File: config.mk
export PLATFORM = sky130hd
export DESIGN_NAME = irq_seq_top
export DESIGN_NICKNAME = d
export VERILOG_FILES = /design/src/rtl/irq_seq_pkg.sv /design/src/rtl/irq_accept.sv /design/src/rtl/irq_stack.sv /design/src/rtl/irq_seq_fsm.sv /design/src/rtl/irq_seq_top.sv
export SDC_FILE = /design/constraint.sdc
export NUM_CORES = 1
export LEC_CHECK = 0
export BUFFER_PORTS_ARGS = -buffer_cell sky130_fd_sc_hd__clkbuf_2
export CORE_MARGIN = 10
export CORE_UTILIZATION = 39
export CTS_CLUSTER_SIZE = 8
export DETAILED_ROUTE_END_ITERATION = 7
export GPL_TIMING_DRIVEN = 0
export PLACE_DENSITY = 0.59
export SETUP_SLACK_MARGIN = 0.02
export SYNTH_ARGS = -nofsm -noshare
export SYNTH_HDL_FRONTEND = slang
export SYNTH_SLANG_ARGS = --single-unit
File: constraint.sdc
create_clock -name clk -period 7 [get_ports clk]
set_clock_uncertainty 0.15 [all_clocks]
set_input_delay 0.35 -clock clk [delete_from_list [all_inputs] [get_ports clk]]
set_output_delay 0.35 -clock clk [all_outputs]
set_load 0.01 [all_outputs]
File: src/rtl/irq_seq_pkg.sv
package irq_seq_pkg;

    localparam int LVL_W = 3;
    localparam int PC_W  = 16;

    typedef logic [LVL_W-1:0] lvl_t;
    typedef logic [PC_W-1:0]  pc_t;

    typedef struct packed {
        logic ie;
        lvl_t il;
    } status_t;

    typedef struct packed {
        status_t st;
        pc_t     pc;
    } frame_t;

    typedef struct packed {
        logic is_nmi;
        lvl_t lvl;
        pc_t  vec;
    } grant_t;

    typedef enum logic [1:0] {
        SQ_IDLE,
        SQ_PUSH,
        SQ_STAT,
        SQ_LOAD
    } sq_state_t;

    function automatic logic lvl_above(lvl_t req, lvl_t cur);
        return req > cur;
    endfunction

endpackage

File: src/rtl/irq_accept.sv
module irq_accept
    import irq_seq_pkg::*;
(
    input  logic    clk,
    input  logic    rst,
    input  status_t st,
    input  logic    irq_req,
    input  lvl_t    irq_lvl,
    input  pc_t     irq_vec,
    input  logic    nmi,
    input  pc_t     nmi_vec,
    input  logic    consume,
    output logic    want,
    output grant_t  grant
);

    logic nmi_prev;
    logic nmi_pend;
    logic nmi_edge;
    logic nmi_hot;
    logic mi_ok;

    assign nmi_edge = nmi & ~nmi_prev;
    assign nmi_hot  = nmi_pend | nmi_edge;
    assign mi_ok    = irq_req & st.ie & lvl_above(irq_lvl, st.il);
    assign want     = nmi_hot | mi_ok;

    always_comb begin
        if (nmi_hot) begin
            grant.is_nmi = 1'b1;
            grant.lvl    = st.il;
            grant.vec    = nmi_vec;
        end else begin
            grant.is_nmi = 1'b0;
            grant.lvl    = irq_lvl;
            grant.vec    = irq_vec;
        end
    end

    always_ff @(posedge clk) begin
        if (rst) begin
            nmi_prev <= 1'b0;
            nmi_pend <= 1'b0;
        end else begin
            nmi_prev <= nmi;
            if (consume && nmi_hot)
                nmi_pend <= 1'b0;
            else if (nmi_edge)
                nmi_pend <= 1'b1;
        end
    end


    nmi_once_chk: assert property (@(posedge clk) disable iff (rst)
        (consume && nmi_hot) |=> !nmi_pend);


    nmi_first_chk: assert property (@(posedge clk) disable iff (rst)
        (nmi_hot && want) |-> grant.is_nmi);

endmodule

File: src/rtl/irq_stack.sv
module irq_stack
    import irq_seq_pkg::*;
#(
    parameter int DEPTH = 8
) (
    input  logic   clk,
    input  logic   rst,
    input  logic   push,
    input  logic   pop,
    input  frame_t wdata,
    output frame_t rdata,
    output logic   full,
    output logic   empty
);

    localparam int CNT_W = $clog2(DEPTH + 1);
    localparam int IDX_W = (DEPTH > 1) ? $clog2(DEPTH) : 1;

    frame_t           mem [DEPTH];
    logic [CNT_W-1:0] cnt;
    logic [CNT_W-1:0] top;

    assign full  = (cnt == CNT_W'(DEPTH));
    assign empty = (cnt == '0);
    assign top   = cnt - CNT_W'(1);
    assign rdata = empty ? '0 : mem[top[IDX_W-1:0]];

    always_ff @(posedge clk) begin
        if (push && !full)
            mem[cnt[IDX_W-1:0]] <= wdata;
    end

    always_ff @(posedge clk) begin
        if (rst)
            cnt <= '0;
        else if (push && !full)
            cnt <= cnt + CNT_W'(1);
        else if (pop && !empty)
            cnt <= cnt - CNT_W'(1);
    end


    stk_bound_chk: assert property (@(posedge clk) disable iff (rst)
        cnt <= CNT_W'(DEPTH));


    no_overflow_chk: assert property (@(posedge clk) disable iff (rst)
        (push && full) |=> (cnt == $past(cnt)));


    pop_step_chk: assert property (@(posedge clk) disable iff (rst)
        (pop && !empty) |=> (cnt == $past(cnt) - CNT_W'(1)));


    push_pop_excl_chk: assert property (@(posedge clk) disable iff (rst)
        !(push && pop));

endmodule

File: src/rtl/irq_seq_fsm.sv
module irq_seq_fsm
    import irq_seq_pkg::*;
#(
    parameter logic [PC_W-1:0] RESET_PC = '0
) (
    input  logic    clk,
    input  logic    rst,
    input  logic    instr_done,
    input  pc_t     next_pc,
    input  logic    reti,
    input  logic    sw_wr,
    input  logic    sw_ie,
    input  lvl_t    sw_il,
    input  logic    want,
    input  grant_t  grant,
    input  frame_t  stk_top,
    input  logic    stk_full,
    input  logic    stk_empty,
    output status_t st,
    output pc_t     pc,
    output logic    busy,
    output logic    ack,
    output pc_t     ack_vec,
    output logic    ack_nmi,
    output logic    push,
    output logic    pop,
    output frame_t  push_frame,
    output logic    consume,
    output logic    ovf,
    output logic    udf
);

    sq_state_t state;
    grant_t    g_q;
    logic      boundary;
    logic      do_ret;
    logic      do_take;

    assign boundary   = (state == SQ_IDLE) && instr_done;
    assign do_ret     = boundary && reti;
    assign do_take    = boundary && !reti && want;
    assign consume    = do_take;
    assign push       = (state == SQ_PUSH);
    assign pop        = do_ret && !stk_empty;
    assign push_frame = '{st: st, pc: pc};
    assign busy       = (state != SQ_IDLE);

    always_ff @(posedge clk) begin
        if (rst) begin
            state   <= SQ_IDLE;
            st      <= '0;
            pc      <= RESET_PC;
            g_q     <= '0;
            ack     <= 1'b0;
            ack_vec <= '0;
            ack_nmi <= 1'b0;
            ovf     <= 1'b0;
            udf     <= 1'b0;
        end else begin
            ack <= 1'b0;
            ovf <= 1'b0;
            udf <= 1'b0;
            unique case (state)
                SQ_IDLE: begin
                    if (do_ret) begin
                        if (!stk_empty) begin
                            st <= stk_top.st;
                            pc <= stk_top.pc;
                        end else begin
                            udf <= 1'b1;
                            pc  <= next_pc;
                        end
                    end else if (do_take) begin
                        ack     <= 1'b1;
                        ack_vec <= grant.vec;
                        ack_nmi <= grant.is_nmi;
                        g_q     <= grant;
                        pc      <= next_pc;
                        state   <= SQ_PUSH;
                    end else if (instr_done) begin
                        pc <= next_pc;
                    end else if (sw_wr) begin
                        st.ie <= sw_ie;
                        st.il <= sw_il;
                    end
                end
                SQ_PUSH: begin
                    ovf   <= stk_full;
                    state <= SQ_STAT;
                end
                SQ_STAT: begin
                    st.ie <= 1'b0;
                    if (!g_q.is_nmi)
                        st.il <= g_q.lvl;
                    state <= SQ_LOAD;
                end
                SQ_LOAD: begin
                    pc    <= g_q.vec;
                    state <= SQ_IDLE;
                end
                default: state <= SQ_IDLE;
            endcase
        end
    end


    ack_pulse_chk: assert property (@(posedge clk) disable iff (rst)
        ack |=> !ack);


    entry_vec_chk: assert property (@(posedge clk) disable iff (rst)
        ack |=> ##2 ((pc == $past(ack_vec, 3)) && !busy));


    entry_clear_chk: assert property (@(posedge clk) disable iff (rst)
        ack |=> ##1 !st.ie);


    mask_gate_chk: assert property (@(posedge clk) disable iff (rst)
        (ack && !ack_nmi) |-> ($past(st.ie) && (g_q.lvl > $past(st.il))));


    nmi_level_chk: assert property (@(posedge clk) disable iff (rst)
        (ack && ack_nmi) |=> ##2 (st.il == $past(st.il, 3)));


    wait_boundary_chk: assert property (@(posedge clk) disable iff (rst)
        ((state == SQ_IDLE) && !instr_done) |=> !ack);


    udf_hold_chk: assert property (@(posedge clk) disable iff (rst)
        udf |-> (st == $past(st)));

endmodule

File: src/rtl/irq_seq_top.sv
module irq_seq_top
    import irq_seq_pkg::*;
#(
    parameter int              DEPTH    = 8,
    parameter logic [PC_W-1:0] RESET_PC = '0
) (
    input  logic             clk,
    input  logic             rst,
    input  logic             instr_done,
    input  logic [PC_W-1:0]  next_pc,
    input  logic             irq_req,
    input  logic [LVL_W-1:0] irq_lvl,
    input  logic [PC_W-1:0]  irq_vec,
    input  logic             nmi,
    input  logic [PC_W-1:0]  nmi_vec,
    input  logic             reti,
    input  logic             sw_wr,
    input  logic             sw_ie,
    input  logic [LVL_W-1:0] sw_il,
    output logic [PC_W-1:0]  pc,
    output logic             st_ie,
    output logic [LVL_W-1:0] st_il,
    output logic             busy,
    output logic             ack,
    output logic [PC_W-1:0]  ack_vec,
    output logic             ack_nmi,
    output logic             stk_ovf,
    output logic             stk_udf
);

    status_t st;
    grant_t  grant;
    frame_t  push_frame;
    frame_t  stk_top;
    logic    want;
    logic    consume;
    logic    push;
    logic    pop;
    logic    stk_full;
    logic    stk_empty;

    assign st_ie = st.ie;
    assign st_il = st.il;

    irq_accept u_accept (
        .clk     (clk),
        .rst     (rst),
        .st      (st),
        .irq_req (irq_req),
        .irq_lvl (irq_lvl),
        .irq_vec (irq_vec),
        .nmi     (nmi),
        .nmi_vec (nmi_vec),
        .consume (consume),
        .want    (want),
        .grant   (grant)
    );

    irq_stack #(.DEPTH(DEPTH)) u_stack (
        .clk   (clk),
        .rst   (rst),
        .push  (push),
        .pop   (pop),
        .wdata (push_frame),
        .rdata (stk_top),
        .full  (stk_full),
        .empty (stk_empty)
    );

    irq_seq_fsm #(.RESET_PC(RESET_PC)) u_fsm (
        .clk        (clk),
        .rst        (rst),
        .instr_done (instr_done),
        .next_pc    (next_pc),
        .reti       (reti),
        .sw_wr      (sw_wr),
        .sw_ie      (sw_ie),
        .sw_il      (sw_il),
        .want       (want),
        .grant      (grant),
        .stk_top    (stk_top),
        .stk_full   (stk_full),
        .stk_empty  (stk_empty),
        .st         (st),
        .pc         (pc),
        .busy       (busy),
        .ack        (ack),
        .ack_vec    (ack_vec),
        .ack_nmi    (ack_nmi),
        .push       (push),
        .pop        (pop),
        .push_frame (push_frame),
        .consume    (consume),
        .ovf        (stk_ovf),
        .udf        (stk_udf)
    );

endmodule

== After elaboration in Yosys (flattened, before gate mapping) ==
Memories as Yosys holds them, arrays and structs flattened.
Index checks and enable logic that the tools add are counted.

* Memories kept: 1
* Logic and storage cells: 86
* Bits of input ports: 62
* Register bits: 51
* Memory bits (writable): 160
* Output and inout bits: 41

* Reduce and logical (&&, ||, !) cells: 26
* Add/subtract/negate cells: 2
* Muxes and demuxes: 22
* Equal/unequal tests: 12
* Bitwise gates (word level): 9
* $lt $le $gt $ge: 1

{| class="wikitable"
|+ Memory list
! memory !! words !! bits a word !! read ports !! clocked after Yosys merged registers in !! write ports !! RTL line !! text
|-
| u_stack.mem || 8 || 20 || 1 || 0 || 1 || irq_stack.sv:19 || <nowiki>frame_t mem [DEPTH];</nowiki>
|}

{| class="wikitable"
|+ Operators with widths
! cell !! number
|-
| $mux W16 || 4
|-
| $pmux W16 S2 || 1
|-
| $mux W4 || 7
|-
| $mux W20 || 1
|-
| $ne A3 B2 Y1 const B || 3
|-
| $logic_and A1 B1 Y1 || 8
|-
| $pmux W2 S4 || 1
|-
| $pmux W4 S2 || 1
|-
| $reduce_bool A2 Y1 || 4
|-
| $ne A2 B2 Y1 const B || 3
|-
| $reduce_and A6 Y1 || 1
|-
| $reduce_or A3 Y1 || 2
|-
| $reduce_and A5 Y1 || 1
|-
| $add A4 B1 Y4 const B || 1
|-
| $eq A2 B2 Y1 const B || 2
|-
| $eq A4 B4 Y1 const B || 1
|-
| $logic_not A4 Y1 || 1
|-
| $mux W1 || 4
|-
| $mux W2 || 2
|-
| $ne A4 B3 Y1 const B || 1
|-
| $not A1 Y1 || 4
|-
| $reduce_and A2 Y1 || 2
|-
| $reduce_or A2 Y1 || 2
|-
| $sub A4 B1 Y4 const B || 1
|-
| 9 further kinds || 14
|}

== Depth between registers and ports, before layout ==
Gate-level depths: netlist (run 1).

* Word-level depth: 8
* Depth in mapped cells: 11
* Mapped depth without buffers: 7

== By module ==
Synthesis (run 1) repeated with hierarchy kept, for this count alone.

* Cells, all modules: 633
* Area, all modules: 9,257.6 um^2

{| class="wikitable"
|+ By module, submodules not included
! module !! instances !! seq. area each (um^2) !! cells an instance !! area an instance (um^2)
|-
| irq_stack || 1 || 4,884.7 || 332 || 6,467.5
|-
| irq_seq_fsm || 1 || 900.9 || 261 || 2,392.3
|-
| irq_accept || 1 || 40.0 || 40 || 397.9
|}

== Worst setup path before layout (run 1) ==
Ideal clock, no wire load.

* Path kind: register to register
* Start: register u_stack.cnt[0]
* End: memory u_stack.mem[0][0] in the netlist's numbering (enable)
* Clock period less this slack: 4,129 ps
* Stages on the path, launching flop included: 8
* Arrival: 3,530 ps
* Path buffers: 2
* Setup time: 448 ps
* Data required time: 6,402 ps
* Setup slack: 2,871 ps
* Cells stage by stage: dfxtp_1 -> buf_2 -> buf_2 -> inv_1 -> ha_1 -> nand3b_1 -> nand2_1 -> nor4_1

* Longest elaborated chain between the ends: 5

{| class="wikitable"
|+ RTL lines
! what !! RTL line !! text
|-
| from (decl) || irq_stack.sv:20 || <nowiki>logic [CNT_W-1:0] cnt;</nowiki>
|-
| from (signal assigned) || irq_stack.sv:37 || <nowiki>cnt <= cnt + CNT_W'(1);</nowiki>
|-
| from (signal assigned) || irq_stack.sv:39 || <nowiki>cnt <= cnt - CNT_W'(1);</nowiki>
|-
| $eq A4 B4 Y1 || irq_stack.sv:23 || <nowiki>assign full = (cnt == CNT_W'(DEPTH));</nowiki>
|-
| $logic_not A1 Y1 || irq_stack.sv:29 || <nowiki>if (push && !full)</nowiki>
|-
| $logic_and A1 B1 Y1 || irq_stack.sv:29 ||
|-
| $mux W1 || irq_stack.sv:29 ||
|-
| $mux W1 (implied by the code) || irq_stack.sv:30 || <nowiki>mem[cnt[IDX_W-1:0]] <= wdata;</nowiki>
|-
| to (decl) || irq_stack.sv:19 ||
|}

Several ways; a longest one is shown, not always the timed one.

== Worst setup path in the final report (run 1) ==
* Start: register u_stack.cnt[0]
* End: register u_fsm.pc[14]

* Longest elaborated chain between the ends: 5
* Elaborated cells between the ends (all ways): 6
* Classes of those cells: add/sub: 1; mux: 3; reduce/logical: 1; memory: 1

{| class="wikitable"
|+ RTL lines
! what !! RTL line !! text
|-
| $sub A4 B1 Y4 || irq_stack.sv:25 || <nowiki>assign top = cnt - CNT_W'(1);</nowiki>
|-
| $mem_v2 Z8 W20 || -- ||
|-
| $mux W16 * || irq_seq_fsm.sv:66 || <nowiki>if (!stk_empty) begin</nowiki>
|-
| $mux W16 * || irq_seq_fsm.sv:65 || <nowiki>if (do_ret) begin</nowiki>
|-
| $pmux W16 S2 * || irq_seq_fsm.sv:63 || <nowiki>unique case (state)</nowiki>
|-
| to (signal assigned) || irq_seq_fsm.sv:68 || <nowiki>pc <= stk_top.pc;</nowiki>
|-
| to (signal assigned) || irq_seq_fsm.sv:71 || <nowiki>pc <= next_pc;</nowiki>
|-
| to (signal assigned) || irq_seq_fsm.sv:78 || <nowiki>pc <= next_pc;</nowiki>
|-
| to (decl) || irq_seq_fsm.sv:20 || <nowiki>output pc_t pc,</nowiki>
|}

Mark *: on every way between the ends. The rest lies on a longest branch, timed or not.
A chain may end at the register's enable or synchronous reset.

==> metrics.cfg, run 1 <==
[run_status]
outcome=finished, final reports clean

[layout]
area_growth_pct=23.8
final_nets=816
stdcell_count=1052
layout_common_cells=edfxtp_1, clkbuf_2, dfxtp_1
drive_gt1_share_pct=34.7
diodes=0
final_cell_area_sq_mm=0.0110
final_common_cell=edfxtp_1
fill_cells=1905

[routing]
final_antenna_net_count=0
drt_wl_total_microns=22700
vias=5677
first_pass_iters=4
wire_per_inst_microns=21.6
drc=0
drtIter0Drc=359
viasPerCell=5.40

[placed_design]
gp_congestion=0.819
place_area_sq_mm=0.00996
portBuffers=102
placed_cells=980
hpwl_microns=16200

[cts]
cts_tree=yes
cts-root-buf=clkbuf_16
post_cts_buffers=0
path_clk_slew_ps=50
cts_buffer_depth=3
cts.sinks=211
cts_buffers=30
ctsHoldBuffers=17
clkLatencyLatePin_ps=530
htreeDepth=1
cts-resized-gates=0

[floorplanning]
die_h_microns=171
die_area_sq_mm=0.0292
io_pins=103
num_rows=55
die_width_microns=171
coreArea_sq_mm=0.0225
start_util_pct=39.5

[synthesis]
ys_seq_area_share_pct=65.6
ys_seq_elements=211
ys_types=44
syn-num-nets=650
synth_mux_area_share_pct=13.2
synth-edff-count=160
synth-adder-area-share_pct=1.41
syn_inst=578
synth_simple_gate_area_share_pct=4.89
synth-compound-area-share_pct=10.6
synth_flop_cell=edfxtp_1
avgSynthCellArea_sq_um=15.4
synthArstFlopShare_pct=0
yosys_warnings=0
synth_area_sq_mm=0.00888
synth_top_family_by_area=multiplexers
synth_xor_xnor_area_share_pct=0.479

[sta]
max_freq_mhz=283
fin_crit_ps=3530
relSlewSlack_pct=34.8
hold_violations=0
holdWs_ps=34.9
rsz0062_at_grt=no
finalCritPeriodShare_pct=50.5
setup_tns_ps=0
finalSetupViolCount=0
worst_slew_pin_slew_ps=973
drv_slew=0

[power]
swShare_pct=29.3
leakage_nw=3.86
p_sw_mw=1.15
p_int_mw=2.76
max-vdd-ir-drop_uv=190
clkPwrFrac_pct=33.5
p_per_area_mw_per_mm2=355
seqPwrFrac_pct=43.5
combPwrFrac_pct=23.1
power_mw=3.91

[worst_hold_path]
min_to=u_fsm.g_q[6]
hold_path.class=in2reg
min_from=irq_vec[6]
min_path_cells=4

[worst_setup_path]
r2r-end=u_fsm.pc[14]
cp-end-kind=flip-flop
path_cells=buf_2 > buf_2 > inv_1 > ha_1 > buf_2 > buf_2 > clkbuf_1 > mux4_2 > a21oi_1 > o2bb2ai_1
crit_type=reg2reg
crit_arrival_ps=3780
worst_r2r_startpoint=u_stack.cnt[0]
crit_required_ps=7250
cp_slowest_cell=clkbuf_1
r2r_cells=10
cp_common_cell=buf_2
cp_slowest_stage_delay_ps=600
path_max_fanout=10
startpoint_type=flip-flop
r2r_slack_ps=3470
critPathTopFamily=buffers and inverters
crit_buf_inv=6

[grt]
antenna_found_initial=0
grt_pass1_wl_microns=35200
grt_pass1_vias=6046
track_usage_pct=15.5
grt_max_degree=15
overflow=0

[job]
max_cap_violations=0

[worst max path at each step]
stage / slack (ps) / start / end / depth (start not counted)
2_1_floorplan: 2870 / u_stack.cnt[0] / u_stack.mem[0][0] / 7
3_3_place_gp: 760 / u_stack.cnt[0] / u_stack.mem[0][9] / 7
3_5_place_dp: 3450 / u_stack.cnt[0] / u_stack.mem[2][11] / 9
4_1_cts: 3440 / u_stack.cnt[0] / u_stack.mem[2][11] / 9
5_1_grt: 3240 / u_stack.cnt[0] / u_fsm.pc[8] / 10
6_report: 3470 / u_stack.cnt[0] / u_fsm.pc[14] / 10
[power by group through the flow]
stage / clock network, mW / registers (mW) / logic (mW)
after floorplan: 0 / 1.69 / 0.575
after global placement: 0 / 1.71 / 0.857
after detailed placement: 0 / 1.72 / 0.897
after CTS: 1.33 / 1.70 / 0.911
after global routing: 1.39 / 1.72 / 0.982
final: 1.31 / 1.70 / 0.902
[sequential cells by signal, summed over array words and instances (netlist names)]
signal             cells
u_stack.mem          160
u_fsm.g_q             20
u_fsm.pc              16
u_fsm.push_frame       4
u_stack.cnt            4
u_fsm.state            2
u_accept.nmi_pend      1
u_accept.nmi_prev      1
u_fsm.ack              1
u_fsm.ovf              1
u_fsm.udf              1
[metal layers]
metal / global-route usage (%) / share of wire (%)
met1: 20.6 / 44
met2: 25.4 / 48
met3: 3.18 / 6.0
met4: 4.01 / 1.5
met5: 0 / 0
[worst register-to-register path: stages, from the launching register on]
cell and delay, ps:
dfxtp_1 360, buf_2 350, buf_2 360, inv_1 100, ha_1 280, buf_2 170, buf_2 330, clkbuf_1 600
mux4_2 430, a21oi_1 180, o2bb2ai_1 90
[cell type report]
type	instances	area (sq um)	share of cell area, %
clock inverters	1	6.26	0.0569
inverters	12	45.0	0.409
multi-input cells	305	2750	25.0
well taps	285	357	3.24
plain buffers	50	297	2.70
repair buffers	134	857	7.79
flip-flops and latches	211	5830	53.0
clock buffers	54	862	7.84
[metrics by stage]
step | util [%] | worst slack (ps)
global route | 48.9 | 3240
global placement | 43.3 | 756
detailed placement | 44.3 | 3450
finish | 48.9 | 3470
CTS | 48.9 | 3440
floorplan | - | 2870
[synth_stat cells, types with 2 or more instances]
cell | n | area share [%]
mux4_2 | 40 | 10
clkbuf_1 | 18 | 0.76
edfxtp_1 | 160 | 54
nor2_1 | 18 | 0.76
xor2_1 | 2 | 0.20
a221o_1 | 16 | 1.8
nor3_1 | 8 | 0.45
nand2b_1 | 4 | 0.28
a21oi_2 | 11 | 1.1
mux2_2 | 20 | 2.5
a31oi_1 | 2 | 0.14
nor2b_1 | 2 | 0.14
nand3_1 | 4 | 0.23
o21ai_0 | 19 | 1.1
and3_1 | 2 | 0.14
buf_4 | 20 | 1.7
nand2_1 | 47 | 2.0
o21bai_1 | 2 | 0.17
a21oi_1 | 35 | 2.0
ha_1 | 10 | 1.4
nor4_1 | 2 | 0.14
buf_2 | 9 | 0.51
mux2i_1 | 5 | 0.56
a211oi_1 | 6 | 0.51
buf_6 | 3 | 0.38
inv_1 | 12 | 0.51
dfxtp_1 | 51 | 11
a22oi_1 | 19 | 1.6
o2bb2ai_1 | 16 | 1.6
[cells by family after synthesis]
| logic type | Yosys count |
|---|---|
| DFF | 211 |
| AOI/OAI and AO/OA | 131 |
| and+or+nand+nor | 95 |
| muxes | 65 |
| buffers and inverters | 62 |
| adders and majority gates | 10 |
| xor gates and xnor gates | 4 |
(Power assumes the default switching activity.)
==> inputs of run 2 (changes only) <==
==> constraint.sdc (replaced) <==
create_clock -name clk -period 3.5 [get_ports clk]
set_clock_uncertainty 0.15 [all_clocks]
set_input_delay 0.175 -clock clk [delete_from_list [all_inputs] [get_ports clk]]
set_output_delay 0.175 -clock clk [all_outputs]
set_load 0.01 [all_outputs]
==> metrics.cfg, run 2 (synthesis gave the netlist of run 1 again) <==
[floorplanning]
die_h_microns=171
start_util_pct=39.5
die_area_sq_mm=0.0292
coreArea_sq_mm=0.0225
num_rows=55
die_width_microns=171
io_pins=103

[worst_setup_path]
r2r-end=u_fsm.pc[0]
path_max_fanout=10
crit_required_ps=3750
startpoint_type=flip-flop
r2r_slack_ps=330
r2r_cells=10
crit_type=reg2reg
crit_arrival_ps=3420
cp-end-kind=flip-flop
worst_r2r_startpoint=u_stack.cnt[0]

[sta]
finalCritPeriodShare_pct=90.6
drv_slew=0
worst_slack_ps=330
hold_violations=0
rsz0062_at_grt=no
fin_crit_ps=3170
worst_slew_pin_slew_ps=931
relSlewSlack_pct=37.6
finalSetupViolCount=0
max_freq_mhz=315

[power]
max-vdd-ir-drop_uv=434
leakage_nw=4.10
p_per_area_mw_per_mm2=690

[grt]
overflow=0
track_usage_pct=16.0
grt_pass1_wl_microns=36400
grt_pass1_vias=6396
antenna_found_initial=0
grt_max_degree=15

[cts]
clkLatencyLatePin_ps=520
cts.sinks=211
htreeDepth=1
cts_buffer_depth=3
cts_buffers=30
cts-root-buf=clkbuf_16
path_clk_slew_ps=50
cts_tree=yes

[worst_hold_path]
hold_path.class=in2reg
min_from=sw_il[0]
min_path_cells=5
min_to=u_fsm.push_frame[16]

[placed_design]
hpwl_microns=16300
dp_slack_ps=-99.3
portBuffers=102
gp_congestion=0.861

[layout]
diodes=0
largest_reg_flops=160
area_growth_pct=29.5
regArea_sq_mm=0.00583
fill_cells=1836
finish.utilization_pct=51.1
multi_input_area_sq_mm=0.00278
final_common_cell=edfxtp_1
layout_common_cells=edfxtp_1, clkbuf_2, dlygate4sd3_1
drive_gt1_share_pct=33.3
final_nets=861

[routing]
final_antenna_net_count=0
drtIter0Drc=477
wire_per_inst_microns=21.1
first_pass_iters=4
viasPerCell=5.38
drt_wl_total_microns=23200
vias=5903
drc=0

[run_status]
outcome=finished, final reports clean

[job]
max_cap_violations=0

[run 2: critical path, cell delays in order, from the launching register on]
cell and delay (ps):
dfxtp_1 360, clkbuf_4 290, clkbuf_4 310, inv_1 120, ha_1 280, buf_2 190, buf_2 340, mux4_2 350
a221o_1 350, a21oi_1 190, o2bb2ai_1 100
[run 2: worst max path at each step]
| stage | start | end | depth (start not counted) |
|---|---|---|---|
| global placement | u_stack.cnt[0] | u_stack.mem[3][10] | 7 |
| detailed placement | u_stack.cnt[0] | u_fsm.pc[8] | 10 |
| CTS | u_stack.cnt[0] | u_fsm.pc[5] | 9 |
| floorplan | u_stack.cnt[0] | u_stack.mem[1][0] | 7 |
| global route | u_stack.cnt[0] | u_fsm.push_frame[17] | 11 |
| finish | u_stack.cnt[0] | u_fsm.pc[0] | 10 |
[run 2: what timing repair did]
item                       4_1_cts  5_1_grt
pin swaps                        1        1
setup endpoints to repair       19       58
hold endpoints to repair        41        0
hold buffers                    59        0
resized for setup                1        5
setup buffers                    3        2
[run 2: layout make-up]
| class | count | share of cell area [%] |
|---|---|---|
| Buffer | 50 | 2.63 |
| Clock buffer | 55 | 7.52 |
| Clock inverter | 1 | 0.0544 |
| Inverter | 12 | 0.391 |
| Multi-Input combinational cell | 305 | 24.2 |
| Sequential cell | 211 | 50.6 |
| Tap cell | 285 | 3.10 |
| Timing Repair Buffer | 179 | 11.5 |
[run 2: layer usage]
layer  vias up  global-route usage, %  part of all wire [%]
li1       2681                      -                     -
met1      2994                   21.2                    43
met5         -                      0                     0
met3        36                   3.20                   6.3
met2       192                   26.1                    48
met4         0                   4.35                   1.9
[run 2: where the power goes]
group / switching (mW) / internal, mW / total, mW / leakage (nW)
clock: 0.992 / 1.64 / 2.63 / 0.415
combinational: 1.07 / 0.845 / 1.91 / 1.80
sequential: 0.283 / 3.12 / 3.40 / 1.89
[run 2: per-stage QoR]
step / TNS [ps] / hold slack [ps] / total power [mW] / instances / cell area (sq um)
final: 0 / 9.90 / 7.94 / 1098 / 11500
after global routing: 0 / 56.5 / 8.32 / 1098 / 11500
after CTS: 0 / 0.556 / 7.98 / 1096 / 11500
after detailed placement: -1100 / 310 / 5.26 / 978 / 9990
after global placement: -124720 / 300 / 5.14 / 965 / 9760
after floorplan: -3960 / 153 / 4.54 / 578 / 8900
